### src/rtl/wdc_pkg.sv
package wdc_pkg;
    localparam int DATA_W   = 8;
    localparam int PS_W     = 3;
    localparam int CE_POS   = 4;
    localparam int EN_POS   = 3;
    localparam int WIN_DFLT = 4;

    typedef enum logic [1:0] {
        WR_NONE,
        WR_UNLOCK,
        WR_PERIOD,
        WR_OTHER
    } wr_kind_e;

    typedef struct packed {
        logic [2:0]      rsvd;
        logic            ce;
        logic            en;
        logic [PS_W-1:0] ps;
    } ctrl_reg_t;

    function automatic wr_kind_e classify(input logic we, input ctrl_reg_t d);
        if (!we)
            return WR_NONE;
        if (d.ce && d.en)
            return WR_UNLOCK;
        if (!d.ce)
            return WR_PERIOD;
        return WR_OTHER;
    endfunction

    function automatic ctrl_reg_t compose(input logic ce_now, input logic [PS_W-1:0] ps_now);
        ctrl_reg_t r;
        r.rsvd = '0;
        r.ce   = ce_now;
        r.en   = 1'b1;
        r.ps   = ps_now;
        return r;
    endfunction
endpackage

### src/rtl/wdc_decode.sv
module wdc_decode
    import wdc_pkg::*;
(
    input  logic              wr_en,
    input  logic [DATA_W-1:0] wr_data,
    output wr_kind_e          kind,
    output logic [PS_W-1:0]   new_ps
);
    ctrl_reg_t d;

    always_comb begin
        d      = ctrl_reg_t'(wr_data);
        kind   = classify(wr_en, d);
        new_ps = d.ps;
    end
endmodule

### src/rtl/wdc_window.sv
module wdc_window
    import wdc_pkg::*;
#(
    parameter int WIN_CYC = WIN_DFLT
) (
    input  logic     clk,
    input  logic     rst,
    input  wr_kind_e kind,
    output logic     win_open,
    output logic     accept
);
    localparam int CNT_W = $clog2(WIN_CYC + 1);

    logic [CNT_W-1:0] cnt_q;

    always_comb begin
        win_open = (cnt_q != '0);
        accept   = win_open && (kind == WR_PERIOD);
    end

    always_ff @(posedge clk) begin
        if (rst)
            cnt_q <= '0;
        else if (kind == WR_UNLOCK)
            cnt_q <= CNT_W'(WIN_CYC);
        else if (accept)
            cnt_q <= '0;
        else if (win_open)
            cnt_q <= cnt_q - 1'b1;
    end


    unlock_opens_chk: assert property (@(posedge clk) disable iff (rst)
        (kind == WR_UNLOCK) |=> (cnt_q == CNT_W'(WIN_CYC)));


    accept_closes_chk: assert property (@(posedge clk) disable iff (rst)
        accept |=> !win_open);


    countdown_chk: assert property (@(posedge clk) disable iff (rst)
        (win_open && kind != WR_UNLOCK && !accept) |=> (cnt_q == $past(cnt_q) - 1'b1));


    window_bound_chk: assert property (@(posedge clk) disable iff (rst)
        cnt_q <= CNT_W'(WIN_CYC));
endmodule

### src/rtl/wdc_period.sv
module wdc_period
    import wdc_pkg::*;
(
    input  logic            clk,
    input  logic            rst,
    input  logic            accept,
    input  logic [PS_W-1:0] new_ps,
    output logic [PS_W-1:0] ps_q
);
    always_ff @(posedge clk) begin
        if (rst)
            ps_q <= '0;
        else if (accept)
            ps_q <= new_ps;
    end


    period_hold_chk: assert property (@(posedge clk) disable iff (rst)
        !accept |=> $stable(ps_q));


    period_load_chk: assert property (@(posedge clk) disable iff (rst)
        accept |=> (ps_q == $past(new_ps)));
endmodule

### src/rtl/wdc_ctrl.sv
module wdc_ctrl
    import wdc_pkg::*;
#(
    parameter int WIN_CYC = WIN_DFLT
) (
    input  logic              clk,
    input  logic              rst,
    input  logic              wr_en,
    input  logic [DATA_W-1:0] wr_data,
    output logic [DATA_W-1:0] rd_data,
    output logic [PS_W-1:0]   psel,
    output logic              wd_enable
);
    wr_kind_e        kind;
    logic [PS_W-1:0] new_ps;
    logic            win_open;
    logic            accept;
    ctrl_reg_t       rd_view;

    wdc_decode u_decode (
        .wr_en   (wr_en),
        .wr_data (wr_data),
        .kind    (kind),
        .new_ps  (new_ps)
    );

    wdc_window #(.WIN_CYC(WIN_CYC)) u_window (
        .clk      (clk),
        .rst      (rst),
        .kind     (kind),
        .win_open (win_open),
        .accept   (accept)
    );

    wdc_period u_period (
        .clk    (clk),
        .rst    (rst),
        .accept (accept),
        .new_ps (new_ps),
        .ps_q   (psel)
    );

    always_comb begin
        rd_view   = compose(win_open, psel);
        rd_data   = DATA_W'(rd_view);
        wd_enable = 1'b1;
    end


    closed_no_change_chk: assert property (@(posedge clk) disable iff (rst)
        (!win_open && wr_en) |=> $stable(psel));


    ce_set_ignored_chk: assert property (@(posedge clk) disable iff (rst)
        (wr_en && wr_data[CE_POS]) |=> $stable(psel));
endmodule

### config.mk
export PLATFORM = sky130hd
export DESIGN_NAME = wdc_ctrl
export DESIGN_NICKNAME = d
export VERILOG_FILES = /design/src/rtl/wdc_pkg.sv /design/src/rtl/wdc_decode.sv /design/src/rtl/wdc_window.sv /design/src/rtl/wdc_period.sv /design/src/rtl/wdc_ctrl.sv
export SDC_FILE = /design/constraint.sdc
export NUM_CORES = 1
export LEC_CHECK = 0
export ABC_AREA = 1
export BUFFER_PORTS_ARGS = -buffer_cell sky130_fd_sc_hd__buf_2
export CORE_AREA = 3 3 40 42
export CTS_CLUSTER_SIZE = 12
export DETAILED_ROUTE_END_ITERATION = 16
export DIE_AREA = 0 0 43 45
export HOLD_SLACK_MARGIN = 0.03
export PLACE_DENSITY = 0.62
export SYNTH_ARGS = -nofsm -noshare
export SYNTH_HDL_FRONTEND = slang
export SYNTH_SLANG_ARGS = --single-unit
### constraint.sdc
create_clock -name clk -period 1.34 [get_ports clk]
set_input_delay 0.268 -clock clk [delete_from_list [all_inputs] [get_ports clk]]
set_output_delay 0.268 -clock clk [all_outputs]
set_load 0.02 [all_outputs]
==> results of run 1 <==
[synthesized netlist by cell type (all sizes together)]
| cell type | n | area, um2 |
|---|---|---|
| xor2 | 1 | 8.76 |
| nand3b | 1 | 7.51 |
| ha | 2 | 25.0 |
| nand2 | 9 | 48.8 |
| inv | 9 | 33.8 |
| clkinv | 1 | 5.00 |
| buf | 9 | 67.6 |
| o21ai | 4 | 20.0 |
| nor2 | 13 | 58.8 |
| conb | 2 | 7.51 |
| dfxtp | 6 | 120 |
[worst register-to-register path: stages, from the launching register on]
cell	delay (ps)
dfxtp_1	290
inv_1	100
ha_2	200
nand2_4	40
buf_4	150
nand2_4	80
clkinv_2	70
nor2_1	80
nor2_1	50
[metal layers]
| layer | vias to the layer above | global-route usage | share of wire |
|---|---|---|---|
| met2 | 12 | 0.132 | 0.47 |
| met5 | - | 0 | 0 |
| met1 | 128 | 0.0773 | 0.41 |
| li1 | 177 | - | - |
| met4 | 0 | 0.0904 | 0.043 |
| met3 | 4 | 0.0239 | 0.075 |
[through the flow]
step / instances / setup slack, ps
2_1_floorplan: 60 / 261
3_3_place_gp: 80 / 197
3_5_place_dp: 80 / 190
4_1_cts: 84 / 23.2
5_1_grt: 84 / 3.34
6_report: 84 / 36.3
[power by group]
part           internal (uW)  switching, uW
sequential               227           21.3
combinational            190            295
clock                    102           70.7
[logic make-up (layout without fill, tap and decap cells)]
group / count (synthesis) / after routing
AOI/OAI and AO/OA: 4 / 4
xor gates and xnor gates: 1 / 1
adders and majority gates: 2 / 2
buffers and inverters: 19 / 28
DFF: 6 / 6
other: 2 / 5
and+or+nand+nor: 23 / 23
[worst paths after layout]
kind,from,end,slack [ps],cells after the start
worst max-delay path,u_window.cnt_q[0]$_SDFFE_PP0P_,rd_data[4],40,4
worst min-delay path,rst,u_window.cnt_q[2]$_SDFFE_PP0P_,190,2
worst max register to register,u_window.cnt_q[0]$_SDFFE_PP0P_,u_period.ps_q[0]$_SDFFE_PP0P_,160,8
worst min register to register,u_period.ps_q[1]$_SDFFE_PP0P_,u_period.ps_q[1]$_SDFFE_PP0P_,490,2
[sequential cells by signal (all words and copies together) (netlist names)]
name / cells
u_period.ps_q: 3
u_window.cnt_q: 3
[repair_timing]
item / CTS / global route
gates resized for setup: 1 / 1
buffers inserted: 1 / 0
setup endpoints to repair: 1 / 1
hold buffers: 0 / 0
pin swaps: 1 / 0
[layout make-up]
class | count | area [um2]
fill | 146 | 815
multi-input combinational | 35 | 190
sequential | 6 | 120
timing repair buffer | 15 | 80.1
inverter | 10 | 38.8
clock buffer | 3 | 22.5
tap | 15 | 18.8
==> metrics.cfg, run 1 <==
[outcome]
outcome=finished clean

[die]
die_h_um=45
core_area_mm2=0.00128
io_pins=23
num_rows=13
die_area_mm2=0.00194
die_w_um=43
start_util=0.314

[routing]
num_vias=321
firstDrtPassIters=4
viasPerCell=3.82
drt_iter0_drc=10
detail-route-antenna-nets=0
post_drt_wl_per_cell_um=8.06
drcViolationCount=0
drt_wl_total_um=677

[cells_and_area]
final_common_cell=buf_2
drive_gt1_frac=0.377
utilization=0.366
num-nets-final=84
diodes=0
final_cell_area_um2=470
final_cell_mix=buf_2 (13), nor2_1 (11), inv_1 (7), nand2_1 (7), dfxtp_1 (6)
area_growth_pct=16.8

[clock_tree]
cts_buffer_depth=2
cts_tree=done
cts_sinks=6
cts-root-buf=clkbuf_4
htree_num_levels=1
clock_latency_ps=250
clkTransAtPathRegs_ps=50
cts_buffers=3

[critical_path]
end_kind=primary output
cp_slowest_stage_delay_ps=290
critical_path_class=flop to primary output
cp.buffers_inverters=2
cp-start-kind=flop
path_cells=inv_1 > ha_2 > nand2_4 > buf_4
cpLargestDelayFamily=flip-flops
cp.required_ps=1070
cp_slowest_cell=dfxtp_1
cp_data_arrival_time_ps=1040
crit_fanout=3

[power_and_ir_drop]
leakagePower_uw=0.000268
powerDensity_mw_per_mm2=1930
worst_ir_drop_vdd_mv=0.493
power_uw=907

[synth]
synthesis.area_um2=403
synthMuxAreaShare=0
synth.yosys.seq_area_share=0.298
synthAdderAreaFrac=0.0621
synth_seq_cells=6
postSynthAreaPerCell_um2=7.07
synth_compound_area_frac=0.0497
synthSimpleGateAreaFrac=0.286
synth_top_family_by_area=simple AND/OR/NAND/NOR gates
yosys.area_share.xor_xnor=0.0217
synth.distinct_cells=15
netlist_instances=57
yosysWarnings=0

[job]
cap_viol_max_count=0

[timing]
fin_skew_ps=0.603
hold_viol=0
post-route-period-util=0.973
hold_ws_ps=194
tns_ps=0
fin_crit_ps=1300
clock.fmax_ghz=0.767
maxSlewViolCount=0
rsz0062_at_grt=false
setup_viol=0

[global_routing]
grt_pass1_vias=291
grtUsageTotal=0.0808
grt_max_degree=6
grt_pass1_wl_mm=1.09
antenna_found_initial=0
grt_overflow=0

[worst_hold_path]
hold_path_class=input pin to flop

[placement]
placed_area_um2=435
port_buffers=14
hpwl_um=530
gp_congestion=0.704

Note: power is estimated with default switching activity, not from simulation.
==> run 2: changes to the inputs <==
--- a/config.mk
+++ b/config.mk
@@ -5,14 +5,13 @@
 export SDC_FILE = /design/constraint.sdc
 export NUM_CORES = 1
 export LEC_CHECK = 0
-export ABC_AREA = 1
 export BUFFER_PORTS_ARGS = -buffer_cell sky130_fd_sc_hd__buf_2
 export CORE_AREA = 3 3 40 42
 export CTS_CLUSTER_SIZE = 12
 export DETAILED_ROUTE_END_ITERATION = 16
 export DIE_AREA = 0 0 43 45
 export HOLD_SLACK_MARGIN = 0.03
-export PLACE_DENSITY = 0.62
+export PLACE_DENSITY = 0.6
 export SYNTH_ARGS = -nofsm -noshare
 export SYNTH_HDL_FRONTEND = slang
 export SYNTH_SLANG_ARGS = --single-unit
==> run 2 against run 1 <==
  * Sequential power rose by 8.8%
  * Critical path type unchanged
  * Utilization grew 3.0 points
  * The run now ends with negative setup slack left
  * Sequential share of layout area fell by 1.5 points
  * Sequential cell count did not move
  * Power increased by 36%
  * Non-clock buffer count is 6 higher
  * Die area is the same
  * Count of clock-buffer cells in the layout stayed put
  * Highest routed layer unchanged
  * Critical path depth is 1 higher
  * Largest power group unchanged
  * Area after synthesis shrank 5.6%
  * Maximum frequency is 4.7% lower
  * Hold slack better by 55 ps
==> metrics.cfg, run 2 <==
[outcome]
outcome=complete, but fails checks
violations=negative setup slack

[placement]
port_buffers=14
gp_congestion=0.706

[synth]
synth_top_area_share=0.316
synth.distinct_cells=15
async_flop_share=0
synth_area_leaders=dfxtp_1 (32%), buf_4 (18%), a21oi_1 (7.9%)
synth_edf_count=0
yosysWarnings=0
synth_largest_area_cell=dfxtp_1
synth_seq_cells=6
synth.yosys.seq_area_share=0.316
postSynthAreaPerCell_um2=8.09
netlist_instances=47
synth_flop_cell=dfxtp_1
yosysMostFrequentCell=buf_4
synthesis.area_um2=380
synth_common_cells=buf_4 (9), a21oi_1 (6), dfxtp_1 (6), nand3_1 (6)

[cells_and_area]
num-nets-final=79
final_common_cell=buf_2
drive_gt1_frac=0.516
diodes=0
area_growth_pct=33.9
reg.largest.list=u_period.ps_q x3, u_window.cnt_q x3
final_cell_mix=buf_2 (13), buf_4 (7), nand3_1 (6), a21oi_1 (5), conb_1 (5)

[die]
core_area_mm2=0.00128
die_w_um=43
die_h_um=45
num_rows=13
io_pins=23
start_util=0.296
die_area_mm2=0.00194

[routing]
drt_wl_total_um=728
detail-route-antenna-nets=0
post_drt_wl_per_cell_um=9.22
drcViolationCount=0
firstDrtPassIters=4
num_vias=353
viasPerCell=4.47
drt_iter0_drc=4

[global_routing]
grt_pass1_wl_mm=1.20
grtUsageTotal=0.0892
antenna_found_initial=0
grt_pass1_vias=316
grt_overflow=0
grt_max_degree=7

[critical_path]
cp_slowest_stage_delay_ps=310
cp_slowest_cell=dfxtp_2
cp-start-kind=flop
path_cells=inv_2 > ha_4 > nor2b_4 > inv_2 > buf_6
r2r_setup_slack_ps=80
timing.critical_path.mode_cell=inv_2
rr_endpoint=u_window.cnt_q[0]$_SDFFE_PP0P_
reg2reg_depth=6
r2r_start=u_window.cnt_q[1]$_SDFFE_PP0P_
cp_data_arrival_time_ps=1100
cpLargestDelayFamily=flip-flops
cp.buffers_inverters=3
critical_path_class=flop to primary output
crit_fanout=3
end_kind=primary output
cp.required_ps=1070

[power_and_ir_drop]
intPower_uw=785
leakagePower_uw=0.000246
powerDensity_mw_per_mm2=2430
worst_ir_drop_vdd_mv=0.879
p_switching_uw=451
switching_share=0.365
p_seq_frac=0.219
p_comb_frac=0.640
clkPwrFrac=0.141

[timing]
setup_viol=1
clock.fmax_ghz=0.731
hold_ws_ps=249
rsz0062_at_grt=true
fin_skew_ps=5.62
maxSlewViolCount=0
tns_ps=-27.9
fin_crit_ps=1370
hold_viol=0
fin_ws_ps=-27.9
post-route-period-util=1.02

[worst_hold_path]
hold_path_depth=2
min_from=rst
hold_path_class=input pin to flop
hold_end=u_window.cnt_q[0]$_SDFFE_PP0P_

[job]
cap_viol_max_count=0

[clock_tree]
clkTransAtPathRegs_ps=40
cts_buffer_depth=2
htree_num_levels=1
clock_latency_ps=250
cts_buffers=3
cts_sinks=6
cts_tree=done
cts-root-buf=clkbuf_4

==> run 2: cell types whose count changed in the layout (fill, tap and decap cells not counted), sizes merged, moves of 2 or more <==
cell    change
nand2       -8
buf         +6
a211o       +2
nor2       -13
a21oi       +6
inv         -6
nand3       +6
nor2b       +2
nand2b      +2
==> run 2: cell families after synthesis <==
logic type               synth area share
AO/OA/AOI/OAI                       0.184
adder cells (fa/ha/maj)            0.0658
buffers and inverters               0.237
flip-flops                          0.316
other                              0.0197
AND/OR/NAND/NOR                     0.178
==> run 2: final cells by class <==
type / instances / area (um2)
fillers: 137 / 776
multi-input cells: 31 / 205
repair buffers: 21 / 129
flip-flops and latches: 6 / 123
clock buffers: 3 / 22.5
well taps: 15 / 18.8
inverters: 3 / 11.3
==> run 2: timing repair <==
action                     in CTS  in global routing
setup endpoints to repair       2                  3
hold buffers                    0                  0
buffers inserted                2                  1
resized for setup              11                  2
pin swaps                       1                  1
==> run 2: layer usage <==
metal,vias up,track usage,wire (um)
met5,-,0,0
met4,0,0.0904,27
met3,5,0.0359,57
met2,13,0.147,361
met1,156,0.0821,281
li1,179,-,-
==> run 2: worst max-delay path by stage <==
stage / slack (ps) / cells past startpoint / end / start
final: -30 / 5 / rd_data[4] / u_window.cnt_q[0]$_SDFFE_PP0P_
after global routing: -90 / 5 / rd_data[4] / u_window.cnt_q[0]$_SDFFE_PP0P_
after CTS: -30 / 5 / rd_data[4] / u_window.cnt_q[1]$_SDFFE_PP0P_
after detailed placement: 3 / 6 / u_window.cnt_q[0]$_SDFFE_PP0P_ / u_window.cnt_q[0]$_SDFFE_PP0P_
after global placement: 4 / 6 / u_window.cnt_q[1]$_SDFFE_PP0P_ / u_window.cnt_q[0]$_SDFFE_PP0P_
after floorplan: 30 / 6 / rd_data[4] / u_window.cnt_q[0]$_SDFFE_PP0P_
==> run 2: worst reg2reg max path, delay by kind of cell (launching register included) <==
kind | cells | cell delay (ps)
AO/OA/AOI/OAI | 2 | 390
AND/OR/NAND/NOR | 1 | 130
buffers and inverters | 2 | 190
adder cells (fa/ha/maj) | 1 | 150
flip-flops | 1 | 330
==> run 2: per-stage QoR <==
step / utilization / power, uW / cell area, um2 / setup WS, ps / cells
finish: 0.396 / 1240 / 509 / -27.9 / 79
global route: 0.396 / 1350 / 509 / -95.0 / 79
CTS: 0.388 / 1190 / 498 / -29.8 / 78
detailed placement: 0.336 / 834 / 432 / 2.68 / 73
global placement: 0.336 / 829 / 432 / 4.14 / 73
floorplan: - / 716 / 392 / 33.2 / 50
==> run 2: power groups by stage <==
stage / clock (uW) / combinational (uW) / sequential [uW]
floorplan: 0 / 445 / 271
global placement: 0 / 571 / 258
detailed placement: 0 / 575 / 259
CTS: 177 / 744 / 271
global route: 180 / 886 / 281
finish: 174 / 792 / 271
==> run 3: changes to the inputs <==
--- a/config.mk
+++ b/config.mk
@@ -11,7 +11,8 @@
 export DETAILED_ROUTE_END_ITERATION = 16
 export DIE_AREA = 0 0 43 45
 export HOLD_SLACK_MARGIN = 0.03
-export PLACE_DENSITY = 0.6
+export PLACE_DENSITY_LB_ADDON = 0.05
+export REMOVE_ABC_BUFFERS = 1
 export SYNTH_ARGS = -nofsm -noshare
 export SYNTH_HDL_FRONTEND = slang
 export SYNTH_SLANG_ARGS = --single-unit
==> run 3 against run 2 <==
  * The run still ends with negative setup slack left
  * Utilization decreased by 0.88 points
  * Register-to-register slack got worse by 100 ps
  * Cell count decreased by 1.3%
  * Clock power decreased by 5%
  * Die area unchanged
  * Power decreased by 4.7%
  * Critical path depth unchanged
  * Non-clock buffer count decreased by 1
  * Clock skew decreased by 1.3 ps
  * Routed wire length increased by 15%
  * Setup slack improved by 2.8 ps
==> metrics.cfg, run 3 (synthesized netlist as in run 2, its figures left out) <==
[clock_tree]
htree_num_levels=1
cts_sinks=6
clock_latency_ps=240
clkTransAtPathRegs_ps=40
cts_buffer_depth=2
cts_tree=done
cts-root-buf=clkbuf_4
cts_buffers=3

[critical_path]
critPathLaunch=u_window.cnt_q[1]$_SDFFE_PP0P_
r2r_start=u_window.cnt_q[0]$_SDFFE_PP0P_
cp.buffers_inverters=3
r2r_setup_slack_ps=-20
cp_data_arrival_time_ps=1100
critical_path_class=flop to primary output
cpLargestDelayFamily=flip-flops
end_kind=primary output
cp_slowest_stage_delay_ps=310
crit_fanout=3
timing.critical_path.mode_cell=inv_2
path_cells=inv_2 > ha_4 > nor2b_4 > inv_2 > buf_6
cp.required_ps=1070
cp-start-kind=flop
cp_slowest_cell=dfxtp_2

[placement]
hpwl_um=686
dp_cells=74
port_buffers=14
gp_congestion=0.703

[routing]
detail-route-antenna-nets=0
num_vias=349
firstDrtPassIters=2
drcViolationCount=0
post_drt_wl_per_cell_um=10.7
viasPerCell=4.47
drt_iter0_drc=1
drt_wl_total_um=834

[cells_and_area]
stdcell_count=78
area_growth_pct=30.9
final_cell_mix=buf_2 (13), nand3_1 (6), a21oi_1 (6), buf_4 (6), conb_1 (5)
fillers=148
final_common_cell=buf_2
diodes=0
reg.largest.list=u_period.ps_q x3, u_window.cnt_q x3
utilization=0.388
drive_gt1_frac=0.492
num-nets-final=78

[timing]
fin_crit_ps=1370
hold_viol=0
fin_ws_ps=-25.1
tns_ps=-40.6
hold_ws_ps=264
fin_skew_ps=4.32
setup_viol=2
clock.fmax_ghz=0.733
maxSlewViolCount=0
rsz0062_at_grt=true
post-route-period-util=1.02

[die]
start_util=0.296
die_h_um=45
io_pins=23
die_w_um=43
num_rows=13
die_area_mm2=0.00194
core_area_mm2=0.00128

[worst_hold_path]
hold_path_class=input pin to flop
min_from=rst

[power_and_ir_drop]
leakagePower_uw=0.000242
worst_ir_drop_vdd_mv=0.778
powerDensity_mw_per_mm2=2370
power_uw=1180

[global_routing]
grt_overflow=0
grt_pass1_vias=348
antenna_found_initial=0
grtUsageTotal=0.0991
grt_max_degree=7
grt_pass1_wl_mm=1.39

[job]
cap_viol_max_count=0

[outcome]
outcome=complete, but fails checks
violations=negative setup slack

-- run 3: changes by cell type in the layout (fill, tap and decap cells not counted) --
cell / change
o21ai_1: -1
buf_4: -1
a21oi_1: +1
o21ai_0: +1
a21oi_2: -1
-- run 3: final cells by class --
type	instances	area, um2	area share
clock buffers	3	22.5	0.0452
inverters	3	11.3	0.0226
multi-input cells	31	201	0.405
flip-flops and latches	6	123	0.246
well taps	15	18.8	0.0377
repair buffers	20	121	0.244
-- run 3: final timing paths --
check | to | cells after the start
setup / recovery | rd_data[4] | 5
hold / removal | u_window.cnt_q[0]$_SDFFE_PP0P_ | 2
hold reg to reg | u_window.cnt_q[1]$_SDFFE_PP0P_ | 2
setup reg to reg | u_window.cnt_q[2]$_SDFFE_PP0P_ | 7
-- run 3: timing repair --
action                                  4_1_cts  5_1_grt
setup buffers                                 1        0
hold buffers                                  0        0
resized for setup                            11        0
endpoints found under the setup margin        3        2
pin swaps                                     1        1
-- run 3: report_power, final --
part | internal [uW] | leakage (uW) | switching (uW)
Sequential | 235 | 0.0000498 | 37.0
Combinational | 400 | 0.000178 | 341
Clock | 101 | 0.0000138 | 64.5
Total | 736 | 0.000242 | 442
-- run 3: routing by layer --
| metal | vias to the layer above | share of wire | global-route usage |
|---|---|---|---|
| li1 | 176 | - | - |
| met5 | - | 0 | 0 |
| met3 | 0 | 0.088 | 0.0478 |
| met2 | 13 | 0.55 | 0.180 |
| met4 | 0 | 0 | 0.0361 |
| met1 | 160 | 0.36 | 0.0988 |
-- run 3: through the flow --
step | setup slack, ps | cell area, um2
after floorplan | -0.137 | 313
after global placement | 25.4 | 439
after detailed placement | 5.13 | 439
after CTS | -33.5 | 498
after global routing | -92.0 | 498
final | -25.1 | 498
